<file path="config.mk">
export PLATFORM = sky130hd
export DESIGN_NAME = sp_unit
export DESIGN_NICKNAME = d
export VERILOG_FILES = /design/src/rtl/sp_unit_pkg.sv /design/src/rtl/sp_op_select.sv /design/src/rtl/sp_step.sv /design/src/rtl/sp_state.sv /design/src/rtl/sp_unit.sv
export SDC_FILE = /design/constraint.sdc
export NUM_CORES = 1
export LEC_CHECK = 0
export CORE_UTILIZATION = 43
export CTS_BUF_LIST = sky130_fd_sc_hd__clkbuf_16
export DETAILED_ROUTE_END_ITERATION = 8
export GPL_ROUTABILITY_DRIVEN = 0
export PLACE_DENSITY = 0.86
export SKIP_LAST_GASP = 1
export SYNTH_ARGS = -nofsm -noshare
export SYNTH_HDL_FRONTEND = slang
export SYNTH_HIERARCHICAL = 1
export SYNTH_SLANG_ARGS = --single-unit
export TNS_END_PERCENT = 100
</file>
<file path="constraint.sdc">
create_clock -name clk -period 3.88 [get_ports clk]
set_input_delay 0.388 -clock clk [delete_from_list [all_inputs] [get_ports clk]]
set_output_delay 0.388 -clock clk [all_outputs]
set_load 0.01 [all_outputs]
</file>
<file path="src/rtl/sp_unit_pkg.sv">
package sp_unit_pkg;
   typedef enum logic [1:0] {
      OP_IDLE = 2'd0,
      OP_LOAD = 2'd1,
      OP_PUSH = 2'd2,
      OP_POP  = 2'd3
   } sp_op_e;
endpackage

</file>
<file path="src/rtl/sp_op_select.sv">
module sp_op_select
   import sp_unit_pkg::*;
(
   input  logic   push_req,
   input  logic   pop_req,
   input  logic   load_req,
   output sp_op_e op
);
   always_comb begin
      if (load_req)      op = OP_LOAD;
      else if (push_req) op = OP_PUSH;
      else if (pop_req)  op = OP_POP;
      else               op = OP_IDLE;
   end
endmodule

</file>
<file path="src/rtl/sp_step.sv">
module sp_step #(
   parameter int SP_W  = 16,
   parameter bit SPLIT = 1'b1
) (
   input  logic [SP_W-1:0] cur,
   input  logic            up,
   output logic [SP_W-1:0] stepped,
   output logic            wraps
);
   localparam logic [SP_W-1:0] ONE  = {{(SP_W-1){1'b0}}, 1'b1};
   localparam logic [SP_W-1:0] ONES = {SP_W{1'b1}};

   generate
      if (SPLIT) begin : g_split
         logic [SP_W:0] inc_w;
         logic [SP_W:0] dec_w;
         assign inc_w   = {1'b0, cur} + {1'b0, ONE};
         assign dec_w   = {1'b0, cur} - {1'b0, ONE};
         assign stepped = up ? inc_w[SP_W-1:0] : dec_w[SP_W-1:0];
         assign wraps   = up ? inc_w[SP_W] : dec_w[SP_W];
      end else begin : g_shared
         logic [SP_W-1:0] addend;
         assign addend  = up ? ONE : ONES;
         assign stepped = cur + addend;
         assign wraps   = up ? (cur == ONES) : (cur == '0);
      end
   endgenerate
endmodule

</file>
<file path="src/rtl/sp_state.sv">
module sp_state
   import sp_unit_pkg::*;
#(
   parameter int SP_W   = 16,
   parameter int DATA_W = 16
) (
   input  logic              clk,
   input  logic              rst_n,
   input  sp_op_e            op,
   input  logic [SP_W-1:0]   stepped,
   input  logic              step_wraps,
   input  logic [SP_W-1:0]   load_val,
   input  logic [DATA_W-1:0] mem_rdata,
   output logic [SP_W-1:0]   sp_q,
   output logic              wrap_q,
   output logic [DATA_W-1:0] pop_q
);
   always_ff @(posedge clk or negedge rst_n) begin
      if (!rst_n) begin
         sp_q   <= '0;
         wrap_q <= 1'b0;
         pop_q  <= '0;
      end else begin
         unique case (op)
            OP_LOAD: sp_q <= load_val;
            OP_PUSH: begin
               sp_q <= stepped;
               if (step_wraps) wrap_q <= 1'b1;
            end
            OP_POP: begin
               sp_q  <= stepped;
               pop_q <= mem_rdata;
               if (step_wraps) wrap_q <= 1'b1;
            end
            default: ;
         endcase
      end
   end

   p_push_incr_r3: assert property (@(posedge clk) disable iff (!rst_n)
      op == OP_PUSH |=> sp_q == $past(sp_q) + 1'b1);
   p_pop_decr_r5: assert property (@(posedge clk) disable iff (!rst_n)
      op == OP_POP |=> sp_q == $past(sp_q) - 1'b1);
   p_pop_capture_r5: assert property (@(posedge clk) disable iff (!rst_n)
      op == OP_POP |=> pop_q == $past(mem_rdata));
   p_load_r6: assert property (@(posedge clk) disable iff (!rst_n)
      op == OP_LOAD |=> sp_q == $past(load_val));
   p_idle_hold_r8: assert property (@(posedge clk) disable iff (!rst_n)
      op == OP_IDLE |=> $stable(sp_q));
   p_flag_sticky_r9: assert property (@(posedge clk) disable iff (!rst_n)
      wrap_q |=> wrap_q);
   p_pop_hold_r10: assert property (@(posedge clk) disable iff (!rst_n)
      op != OP_POP |=> $stable(pop_q));
endmodule

</file>
<file path="src/rtl/sp_unit.sv">
module sp_unit
   import sp_unit_pkg::*;
#(
   parameter int SP_W        = 16,
   parameter int DATA_W      = 16,
   parameter bit SPLIT_STEP  = 1'b1
) (
   input  logic              clk,
   input  logic              rst_n,
   input  logic              push_req,
   input  logic              pop_req,
   input  logic              load_req,
   input  logic [SP_W-1:0]   load_val,
   input  logic [DATA_W-1:0] push_data,
   input  logic [DATA_W-1:0] mem_rdata,
   output logic [SP_W-1:0]   mem_addr,
   output logic [DATA_W-1:0] mem_wdata,
   output logic              mem_we,
   output logic              mem_re,
   output logic [DATA_W-1:0] pop_data,
   output logic [SP_W-1:0]   sp,
   output logic              wrap_flag
);
   generate
      if (SP_W < 2 || SP_W > 64) begin : g_bad_sp_w
         $error("sp_unit: SP_W out of range");
      end
      if (DATA_W < 1) begin : g_bad_data_w
         $error("sp_unit: DATA_W out of range");
      end
   endgenerate

   sp_op_e          op;
   logic [SP_W-1:0] stepped;
   logic            step_wraps;

   sp_op_select u_sel (
      .push_req (push_req),
      .pop_req  (pop_req),
      .load_req (load_req),
      .op       (op)
   );

   sp_step #(.SP_W(SP_W), .SPLIT(SPLIT_STEP)) u_step (
      .cur     (sp),
      .up      (op == OP_PUSH),
      .stepped (stepped),
      .wraps   (step_wraps)
   );

   sp_state #(.SP_W(SP_W), .DATA_W(DATA_W)) u_state (
      .clk        (clk),
      .rst_n      (rst_n),
      .op         (op),
      .stepped    (stepped),
      .step_wraps (step_wraps),
      .load_val   (load_val),
      .mem_rdata  (mem_rdata),
      .sp_q       (sp),
      .wrap_q     (wrap_flag),
      .pop_q      (pop_data)
   );

   // first phase: address and strobes settle from the current pointer
   assign mem_addr  = (op == OP_PUSH) ? stepped : sp;
   assign mem_wdata = push_data;
   assign mem_we    = (op == OP_PUSH);
   assign mem_re    = (op == OP_POP);

   p_strobe_excl_r7: assert property (@(posedge clk) disable iff (!rst_n)
      !(mem_we && mem_re));
   p_load_quiet_r6: assert property (@(posedge clk) disable iff (!rst_n)
      load_req |-> !mem_we && !mem_re);
   p_push_addr_r2: assert property (@(posedge clk) disable iff (!rst_n)
      mem_we |-> mem_addr == sp + 1'b1);
   p_pop_addr_r4: assert property (@(posedge clk) disable iff (!rst_n)
      mem_re |-> mem_addr == sp);
endmodule

</file>
==> results of run 1 <==
-- worst max-delay path, cell delays in order --
cell             delay (ns)
clkdlybuf4s50_1        0.47
inv_1                  0.04
a21o_1                 0.21
nor2b_4                0.15
buf_4                  0.18
nand3_1                0.12
nor3_1                 0.51
a32oi_1                0.22
xnor2_1                0.23
mux2_4                 0.18
clkdlybuf4s50_1        0.52
-- area by class of cell --
type	instances	area (µm²)	area share, %
clock buffer	5	125	3.84
clock inverter	3	41.3	1.27
inverter	5	18.8	0.576
multi-input combinational	152	1260	38.7
sequential	33	826	25.4
tap	70	87.6	2.69
timing repair buffer	91	896	27.5
-- cell usage after synthesis --
| cell type | count | share of area (%) |
|---|---|---|
| mux2_4 | 19 | 12 |
| nor3_2 | 1 | 0.43 |
| xnor2_1 | 8 | 3.0 |
| or3b_1 | 1 | 0.38 |
| or3_1 | 2 | 0.54 |
| o21ai_0 | 19 | 4.1 |
| nand2_1 | 24 | 3.9 |
| mux2i_1 | 18 | 7.7 |
| buf_12 | 2 | 1.7 |
| or4_4 | 1 | 0.48 |
| a32oi_1 | 1 | 0.38 |
| nor2_1 | 6 | 0.97 |
| a21o_1 | 2 | 0.64 |
| a31oi_1 | 1 | 0.27 |
| ha_1 | 2 | 1.1 |
| xor2_1 | 7 | 2.6 |
| and4_1 | 1 | 0.38 |
| buf_6 | 3 | 1.5 |
| mux2_2 | 13 | 6.3 |
| nand3_1 | 4 | 0.86 |
| nor2b_4 | 1 | 0.59 |
| o22ai_1 | 1 | 0.27 |
| nor3_1 | 5 | 1.1 |
| a31oi_2 | 1 | 0.54 |
| clkbuf_1 | 3 | 0.48 |
| and2_2 | 1 | 0.32 |
| nor4_1 | 1 | 0.27 |
| nand2_8 | 1 | 0.86 |
| nand4_1 | 4 | 1.1 |
| a21oi_2 | 1 | 0.38 |
| or4_1 | 2 | 0.64 |
| buf_2 | 1 | 0.21 |
| nor4_4 | 1 | 0.91 |
| inv_1 | 5 | 0.81 |
| and3_1 | 2 | 0.54 |
| dfrtp_1 | 33 | 35 |
| o31ai_1 | 1 | 0.32 |
| buf_4 | 18 | 5.8 |
-- cell usage in the layout (no fill, tap or decap), drive strengths merged, types with 2 or more instances in the layout --
master         count
clkdlybuf4s50     86
dfrtp             33
mux2              32
nand2             25
o21ai             19
mux2i             18
xnor2              8
xor2               7
nor2               6
nor3               6
clkbuf             5
inv                5
buf                5
nand4              4
nand3              4
or4                3
a21o               2
or3                2
and3               2
ha                 2
nor4               2
a31oi              2
-- logic make-up after synthesis --
kind of cell               share of synthesized area [%]
and+or+nand+nor                                     14.2
muxes                                               26.3
DFF                                                 35.5
buffers and inverters                               10.5
AOI/OAI and AO/OA                                   6.88
xor gates and xnor gates                            5.64
adders and majority gates                           1.07
-- power breakdown --
part | leakage [nW] | internal (W) | switching (W)
registers | 0.397 | 0.000404 | 0.0000856
logic | 0.942 | 0.000329 | 0.000204
clock network | 0.0775 | 0.000300 | 0.000149
-- metal layers --
layer | up-vias | track usage, %
met2 | 64 | 32.9
li1 | 885 | -
met4 | 0 | 5.76
met3 | 10 | 7.28
met5 | - | 0
met1 | 847 | 22.1
-- through the flow --
step	setup slack, ns	hold WS (ns)	total power, W	utilization, %	cells
2_1_floorplan	1.15	0.0924	0.000776	-	217
3_3_place_gp	0.295	0.440	0.00102	59.7	351
3_5_place_dp	0.241	0.449	0.00103	59.7	351
4_1_cts	0.237	0.203	0.00149	62.9	359
5_1_grt	0.0565	0.247	0.00156	62.9	359
6_report	0.264	0.176	0.00147	62.9	359
-- flip-flops by register name (all words and copies together) (netlist names) --
register / count
u_state/pop_q: 16
u_state/wrap_q: 1
u_state/sp_q: 16
-- how the worst max path moves through the flow --
stage	endpoint	slack (ns)
5_1_grt	mem_addr[12]	0.06
4_1_cts	mem_addr[12]	0.24
2_1_floorplan	mem_addr[6]	1.15
3_5_place_dp	mem_addr[12]	0.24
6_report	mem_addr[12]	0.26
3_3_place_gp	mem_addr[12]	0.30
==> metrics.yaml, run 1 <==
highest_layer: "met4"
tns_ns: 0
clock-root-buffer: "clkbuf_16"
avgRoutedWirePerCell_um: 14.2
die_w_um: 75.6
reg2reg_setup_slack_ns: 1.77
grt_antenna_before_repair: 0
cts_tree: "built"
finalSetupViolations: 0
worst_setup_path_start_kind: "input pin"
core-area_um2: 5170
grt_max_degree: 36
fillers: 435
wl_um: 5100
num_antenna_cells: 0
wl_met2_um: 2560
grt_pass1_vias: 1780
crit_type: "input pin to output port"
power_density_nw_per_um2: 452
p_leak_nw: 1.42
drtAntennaViolNets: 0
worst_pin_slew_ns: 0.757
ys_types: 38
ys_seq_area_share_pct: 35.5
mappedNetlistArea_um2: 2330
ioPinCount: 120
finalMaxSlewViolations: 0
ir_drop_v: 0.000274
holdCritPathClass: "input pin to asynchronous set/reset pin"
grt_first_pass_wirelength_um: 8120
post_cts_buffers: 0
drc: 0
vias: 1806
viasPerCell: 5.03
fin_skew_ns: 0.00323
report.final.hold_viol_count: 0
synth_cells: 217
start_util_pct: 45.0
cp_max_fo: 8
rows: 26
max_slew_margin_pct: 49.5
fin_area_um2: 3260
wirelength_met1_um: 2080
port-buffer-count: 87
holdBufCountCts: 0
grt_overflow: 0
nets: 343
syn_area_per_cell_um2: 10.7
max_freq_mhz: 277
clkTransAtPathRegs_ns: 0.06
area_growth_pct: 39.8
worstRegToRegCells: 7
endpoint_kind: "output port"
cts.sinks: 33
r2r-start: "u_state/sp_q[4]"
yosysWarningCount: 6
worst_skew_pair.late_latency_ns: 0.28
synth_nets: 272
dpl_cell_area_um2: 3090
critical_path_required_ns: 3.49
reg2reg_to: "u_state/sp_q[14]"
firstDrtPassIters: 4
post_cts_resized: 0
critPathLaunch: "push_req"
worstPathArrival_ns: 3.23
dieArea_um2: 5710
cap_viol_max_count: 0
fin_crit_ns: 3.62
drtIter0Drc: 53
grt_util_all_layers_pct: 19.1
wl_met3_um: 415
timing.final.crit_share_pct: 93.2
hpwl_um: 3660
rsz0062_at_grt: "no"
status: "finished clean"
htreeDepth: 2
numCtsBuffers: 5
clock_path_buffers: 2
die_height_um: 75.6
ys_ff_latch: 33
drive_above_1_share_pct: 18.3
No activity file was read; power rests on OpenSTA's default activity.
==> run 2, diff against run 1 <==
--- a/config.mk
+++ b/config.mk
@@ -9,10 +9,10 @@
 export CTS_BUF_LIST = sky130_fd_sc_hd__clkbuf_16
 export DETAILED_ROUTE_END_ITERATION = 8
 export GPL_ROUTABILITY_DRIVEN = 0
+export MAX_ROUTING_LAYER = met4
 export PLACE_DENSITY = 0.86
 export SKIP_LAST_GASP = 1
 export SYNTH_ARGS = -nofsm -noshare
 export SYNTH_HDL_FRONTEND = slang
-export SYNTH_HIERARCHICAL = 1
 export SYNTH_SLANG_ARGS = --single-unit
 export TNS_END_PERCENT = 100
==> metrics.yaml, run 2 <==
ir_drop_v: 0.000322  # +18%
place_inst: 372  # +6.0%
timing.critical_path.mode_cell: "clkdlybuf4s50_1"
synth_most_common_cell: "dfrtp_1"
fillers: 423  # -2.8%
hpwl_um: 4340  # +19%
slowest_delay_ns: 0.62  # +0.10 ns
status: "finished clean"
firstDrtPassIters: 4  # unchanged
finalMaxSlewViolations: 0  # unchanged
report.final.hold_viol_count: 0  # unchanged
numCtsBuffers: 5  # unchanged
fin_skew_ns: 0.00382  # +0.000590 ns
worst_pin_slew_ns: 0.786  # +0.0284 ns
die_height_um: 75.5  # about the same
yosysTopAreaCell: "dfrtp_1"
grt_pass1_vias: 2067  # +16%
drtAntennaViolNets: 0  # unchanged
endpoint_kind: "output port"
viasPerCell: 5.62  # +12%
cap_viol_max_count: 0  # unchanged
avgRoutedWirePerCell_um: 15.5  # +9.0%
drive_above_1_share_pct: 13.5  # -4.8 points
synth_edf_count: 0  # unchanged
port-buffer-count: 87  # unchanged
timing.final.crit_share_pct: 84.2  # -9.0 points
holdBufCountCts: 0  # unchanged
drc: 0  # unchanged
wl_um: 5880  # +15%
grt_first_pass_wirelength_um: 9490  # +17%
worst_setup_path_start_kind: "input pin"
die_w_um: 75.5  # about the same
rows: 26  # unchanged
worst_skew_pair.late_latency_ns: 0.28  # about the same
fin_area_um2: 3240  # -0.42%
synthTopCellsByCount: "dfrtp_1 (33), mux2_2 (22), buf_4 (17)"
max_freq_mhz: 306  # +11%
crit_type: "input pin to output port"
tns_ns: 0  # unchanged
grt_antenna_before_repair: 0  # unchanged
nets: 366  # +6.7%
fin_cells: 380  # +5.8%
cts_tree: "built"
htreeDepth: 2  # unchanged
p_leak_nw: 1.25  # -12%
num_antenna_cells: 0  # unchanged
ys_seq_area_share_pct: 35.5  # +0.057 points
synth_ff_type: "dfrtp_1"
critical_path_required_ns: 3.49  # about the same
finalSetupViolations: 0  # unchanged
crit_slowest_cell: "clkdlybuf4s50_1"
grt_util_all_layers_pct: 23.0  # +3.8 points
final_common_cell: "clkdlybuf4s50_1"
yosysTopAreaCellShare_pct: 35.5  # +0.057 points
synth_cells: 251  # +16%
grt_max_degree: 34  # -5.6%
ys_ff_latch: 33  # unchanged
area_growth_pct: 39.5
synth-async-reset-ratio_pct: 100  # unchanged
ioPinCount: 120  # unchanged
max_slew_margin_pct: 47.4  # -2.1 points
clock_path_buffers: 2  # unchanged
yosys-top-cells-area: "dfrtp_1 (36%), mux2_2 (11%), xnor2_1 (6.0%)"
holdCritPathClass: "input pin to asynchronous set/reset pin"
start_util_pct: 44.9  # -0.073 points
mappedNetlistArea_um2: 2320  # -0.16%
synth_nets: 308  # +13%
worstPathArrival_ns: 2.88  # -0.35 ns
clock-root-buffer: "clkbuf_16"
power_density_nw_per_um2: 410  # -9.2%
core-area_um2: 5170  # unchanged
rsz0062_at_grt: "no"
yosysWarningCount: 0  # -6
cpLargestDelayFamily: "buffers and inverters"
reg_top3: "u_state.pop_q (16), u_state.sp_q (16), u_state.wrap_q (1)"
post_cts_buffers: 0  # unchanged
post_cts_resized: 0  # unchanged
dpl_cell_area_um2: 3070  # -0.61%
cts.sinks: 33  # unchanged
cp_num_buf_inv: 3  # -1
clkTransAtPathRegs_ns: 0.06  # about the same
ys_types: 48  # +26%
fin_crit_ns: 3.27  # -0.349 ns
cp_max_fo: 14  # +6
crit_path_cell_trace: "clkdlybuf4s50_1 > nand2b_1 > clkinv_1 > nand2_1 > nor2_1 > xor2_1 > clkdlybuf4s50_1"
drtIter0Drc: 195  # +270%
total_power_w: 0.00133  # -9.6%
final_cell_mix: "clkdlybuf4s50_1 (86), dfrtp_1 (33), mux2_2 (22)"
vias: 2134  # +18%
syn_area_per_cell_um2: 9.26  # -14%
grt_overflow: 0  # unchanged
dieArea_um2: 5700  # -0.16%
-- run 2: changes by cell type after synthesis, moves of 5 or more --
cell and delta:
mux2_4 -19, mux2i_1 -16, clkbuf_1 +12, a21oi_1 +11, mux2_2 +9, nor2_1 +9, o21ai_0 -9, nand2_1 -8
xnor2_1 +8, nand4_1 +5, nor4_1 +5
-- run 2: cell type report --
type / instances / area (µm²) / area share (%)
Multi-Input combinational cell: 174 / 1250 / 38.7
Timing Repair Buffer: 89 / 881 / 27.2
Sequential cell: 33 / 826 / 25.5
Clock buffer: 5 / 125 / 3.86
Tap cell: 70 / 87.6 / 2.70
Clock inverter: 3 / 46.3 / 1.43
Inverter: 6 / 22.5 / 0.695
-- run 2: where the power goes --
part           switching (W)  leakage (nW)  internal [W]
registers          0.0000771         0.392      0.000396
clock network       0.000148        0.0800      0.000303
logic               0.000160         0.780      0.000245
total               0.000385          1.25      0.000945
-- run 2: logic make-up (layout without fill, tap and decap cells) --
logic type	after synthesis	in the layout	synth area share [%]
AOI/OAI and AO/OA	37	37	10.5
xor gates and xnor gates	23	23	8.67
adders and majority gates	4	4	2.15
buffers and inverters	44	103	10.7
DFF	33	33	35.5
muxes	24	24	11.5
and+or+nand+nor	86	86	21.0
-- run 2: per-stage QoR --
step | util (%) | worst slack [ns] | hold WS [ns]
2_1_floorplan | - | 1.63 | 0.0924
3_3_place_gp | 59.4 | 0.792 | 0.481
3_5_place_dp | 59.4 | 0.701 | 0.486
4_1_cts | 62.7 | 0.688 | 0.207
5_1_grt | 62.7 | 0.487 | 0.247
6_report | 62.7 | 0.614 | 0.175
-- run 2: final timing paths --
kind                            slack [ns]             from                to  depth (start not counted)
worst max-delay path                  0.61         push_req       mem_addr[9]                          7
worst min-delay path                  0.18            rst_n    u_state.wrap_q                          1
worst max register to register        1.46  u_state.sp_q[0]  u_state.sp_q[10]                          7
worst min register to register        0.50   u_state.wrap_q    u_state.wrap_q                          2
max in group asynchronous             3.23            rst_n  u_state.pop_q[0]                          1
min in group clk                      0.50   u_state.wrap_q    u_state.wrap_q                          2
-- run 2: layer usage --
metal,global-route usage [%],wire [µm]
met5,-,0
met4,12.8,187
met3,5.29,491
met2,35.8,2870
met1,27.4,2330
==> run 3, diff against run 2 <==
--- a/config.mk
+++ b/config.mk
@@ -5,12 +5,12 @@
 export SDC_FILE = /design/constraint.sdc
 export NUM_CORES = 1
 export LEC_CHECK = 0
-export CORE_UTILIZATION = 43
+export CORE_UTILIZATION = 36
 export CTS_BUF_LIST = sky130_fd_sc_hd__clkbuf_16
 export DETAILED_ROUTE_END_ITERATION = 8
 export GPL_ROUTABILITY_DRIVEN = 0
 export MAX_ROUTING_LAYER = met4
-export PLACE_DENSITY = 0.86
+export PLACE_DENSITY = 0.77
 export SKIP_LAST_GASP = 1
 export SYNTH_ARGS = -nofsm -noshare
 export SYNTH_HDL_FRONTEND = slang
==> constraint.sdc (replaced) <==
create_clock -name clk -period 2.67 [get_ports clk]
set_input_delay 0.267 -clock clk [delete_from_list [all_inputs] [get_ports clk]]
set_output_delay 0.267 -clock clk [all_outputs]
set_load 0.01 [all_outputs]
==> metrics.yaml, run 3 (synthesized netlist as in run 2, its figures left out) <==
area_growth_pct: 44.4
avgRoutedWirePerCell_um: 16.8  # +8.7%
fin_skew_ns: 0.00797  # +0.00415 ns
timing.final.crit_share_pct: 97.1
highest_layer: "met4"
rows: 28  # +7.7%
holdCritPathClass: "input pin to asynchronous set/reset pin"
vias: 2255  # +5.7%
endpoint_kind: "output port"
final_cell_mix: "clkdlybuf4s50_1 (87), dfrtp_1 (30), mux2_2 (22)"
post_cts_resized: 0  # unchanged
worst_setup_path_start_kind: "register"
switchingPower_w: 0.000581  # +51%
reg2reg_setup_slack_ns: 0.27  # -1.19 ns
worst_skew_pair.late_latency_ns: 0.28  # about the same
drc: 0  # unchanged
cp_max_fo: 14  # unchanged
holdBufCountCts: 0  # unchanged
dieArea_um2: 6780  # +19%
grt_pass1_vias: 2240  # +8.4%
wl_met3_um: 576  # +17%
cap_viol_max_count: 0  # unchanged
die_w_um: 82.4  # +9.0%
wirelength_met1_um: 2840  # +22%
crit_type: "register to output port"
htreeDepth: 2  # unchanged
final_common_cell: "clkdlybuf4s50_1"
max_freq_mhz: 386
cts.sinks: 33  # unchanged
port-buffer-count: 87  # unchanged
drtAntennaViolNets: 0  # unchanged
fin_ws_ns: 0.0774  # -0.536 ns
swShare_pct: 29.5  # +0.51 points
wl_met2_um: 3220  # +12%
max_slew_margin_pct: 46.4  # -1.0 points
worst_pin_slew_ns: 0.801  # +0.0153 ns
numCtsBuffers: 5  # unchanged
seqPwrFrac_pct: 34.5  # -1.1 points
nets: 380  # +3.8%
critical_path_required_ns: 2.40  # -1.09 ns
drtIter0Drc: 427  # +120%
grt_antenna_before_repair: 0  # unchanged
hpwl_um: 4810  # +11%
grt_util_all_layers_pct: 21.0  # -1.9 points
p_int_w: 0.00139  # +47%
wl_um: 6720  # +14%
finalMaxSlewViolations: 0  # unchanged
start_util_pct: 38.4  # -6.6 points
hold-worst-slack_ns: 0.400  # +0.225 ns
ioPinCount: 120  # unchanged
fin_crit_ns: 2.59
grt_first_pass_wirelength_um: 10500  # +11%
power_density_nw_per_um2: 587  # +43%
core-area_um2: 6060  # +17%
rsz0062_at_grt: "no"
firstDrtPassIters: 5  # +1
clock-root-buffer: "clkbuf_16"
viasPerCell: 5.65  # +0.64%
tns_ns: 0  # unchanged
clkTransAtPathRegs_ns: 0.06  # about the same
finalSetupViolations: 0  # unchanged
combPwrFrac_pct: 32.0  # +1.6 points
clock_path_buffers: 2  # unchanged
grt_overflow: 0  # unchanged
place_ws_ns: 0.180  # -0.520 ns
num_antenna_cells: 0  # unchanged
cts_tree: "built"
ir_drop_v: 0.000339  # +5.2%
p_leak_nw: 1.32  # +5.1%
post_cts_buffers: 0  # unchanged
clock_power_share_pct: 33.5  # -0.5 points
grt_max_degree: 34  # unchanged
worstPathArrival_ns: 2.33  # -0.55 ns
die_height_um: 82.4  # +9.0%
reg_top3: "u_state.pop_q (16), u_state.sp_q (16), u_state.wrap_q (1)"
report.final.hold_viol_count: 0  # unchanged
status: "finished clean"
drive_above_1_share_pct: 17.6  # +4.0 points
run 3: area by class of cell:
type	instances	area (µm²)
Inverter	6	22.5
Fill cell	558	2700
Clock inverter	3	41.3
Tap cell	75	93.8
Timing Repair Buffer	103	991
Clock buffer	5	125
Multi-Input combinational cell	174	1250
Sequential cell	33	830
run 3: per-stage QoR:
stage	instance area, µm²	utilization (%)	instances	power [W]
floorplan	2320	-	251	0.000982
global placement	3190	52.6	391	0.00130
detailed placement	3190	52.6	391	0.00131
CTS	3350	55.3	399	0.00198
global route	3360	55.4	399	0.00207
finish	3360	55.4	399	0.00197
run 3: path summary, 6_finish.rpt:
| kind | end | start | depth (start not counted) |
|---|---|---|---|
| max | mem_addr[13] | u_state.sp_q[2] | 5 |
| min | u_state.sp_q[10] | rst_n | 2 |
| max reg2reg | u_state.sp_q[12] | u_state.sp_q[0] | 7 |
| min reg2reg | u_state.pop_q[8] | u_state.pop_q[8] | 1 |
| max in group asynchronous | u_state.sp_q[5] | rst_n | 2 |
| min in group clk | u_state.pop_q[8] | u_state.pop_q[8] | 1 |
run 3: routing by layer:
| metal | vias to the layer above | global-route usage (%) |
|---|---|---|
| li1 | 1016 | - |
| met1 | 1072 | 26.0 |
| met2 | 149 | 33.8 |
| met3 | 18 | 5.27 |
| met4 | 0 | 6.32 |
| met5 | - | - |
run 3: power by group through the flow:
stage                     sequential [W]  clock (W)  combinational [W]
after floorplan                 0.000670          0           0.000312
after global placement          0.000676          0           0.000619
after detailed placement        0.000681          0           0.000627
after CTS                       0.000675   0.000676           0.000634
after global routing            0.000692   0.000697           0.000678
final                           0.000680   0.000659           0.000631
run 3: worst max-delay path, stage by stage, from the launching register on:
cell	delay [ns]
dfrtp_1	0.63
nand3_1	0.19
nor4_1	0.34
buf_4	0.19
xor2_1	0.15
clkdlybuf4s50_1	0.55
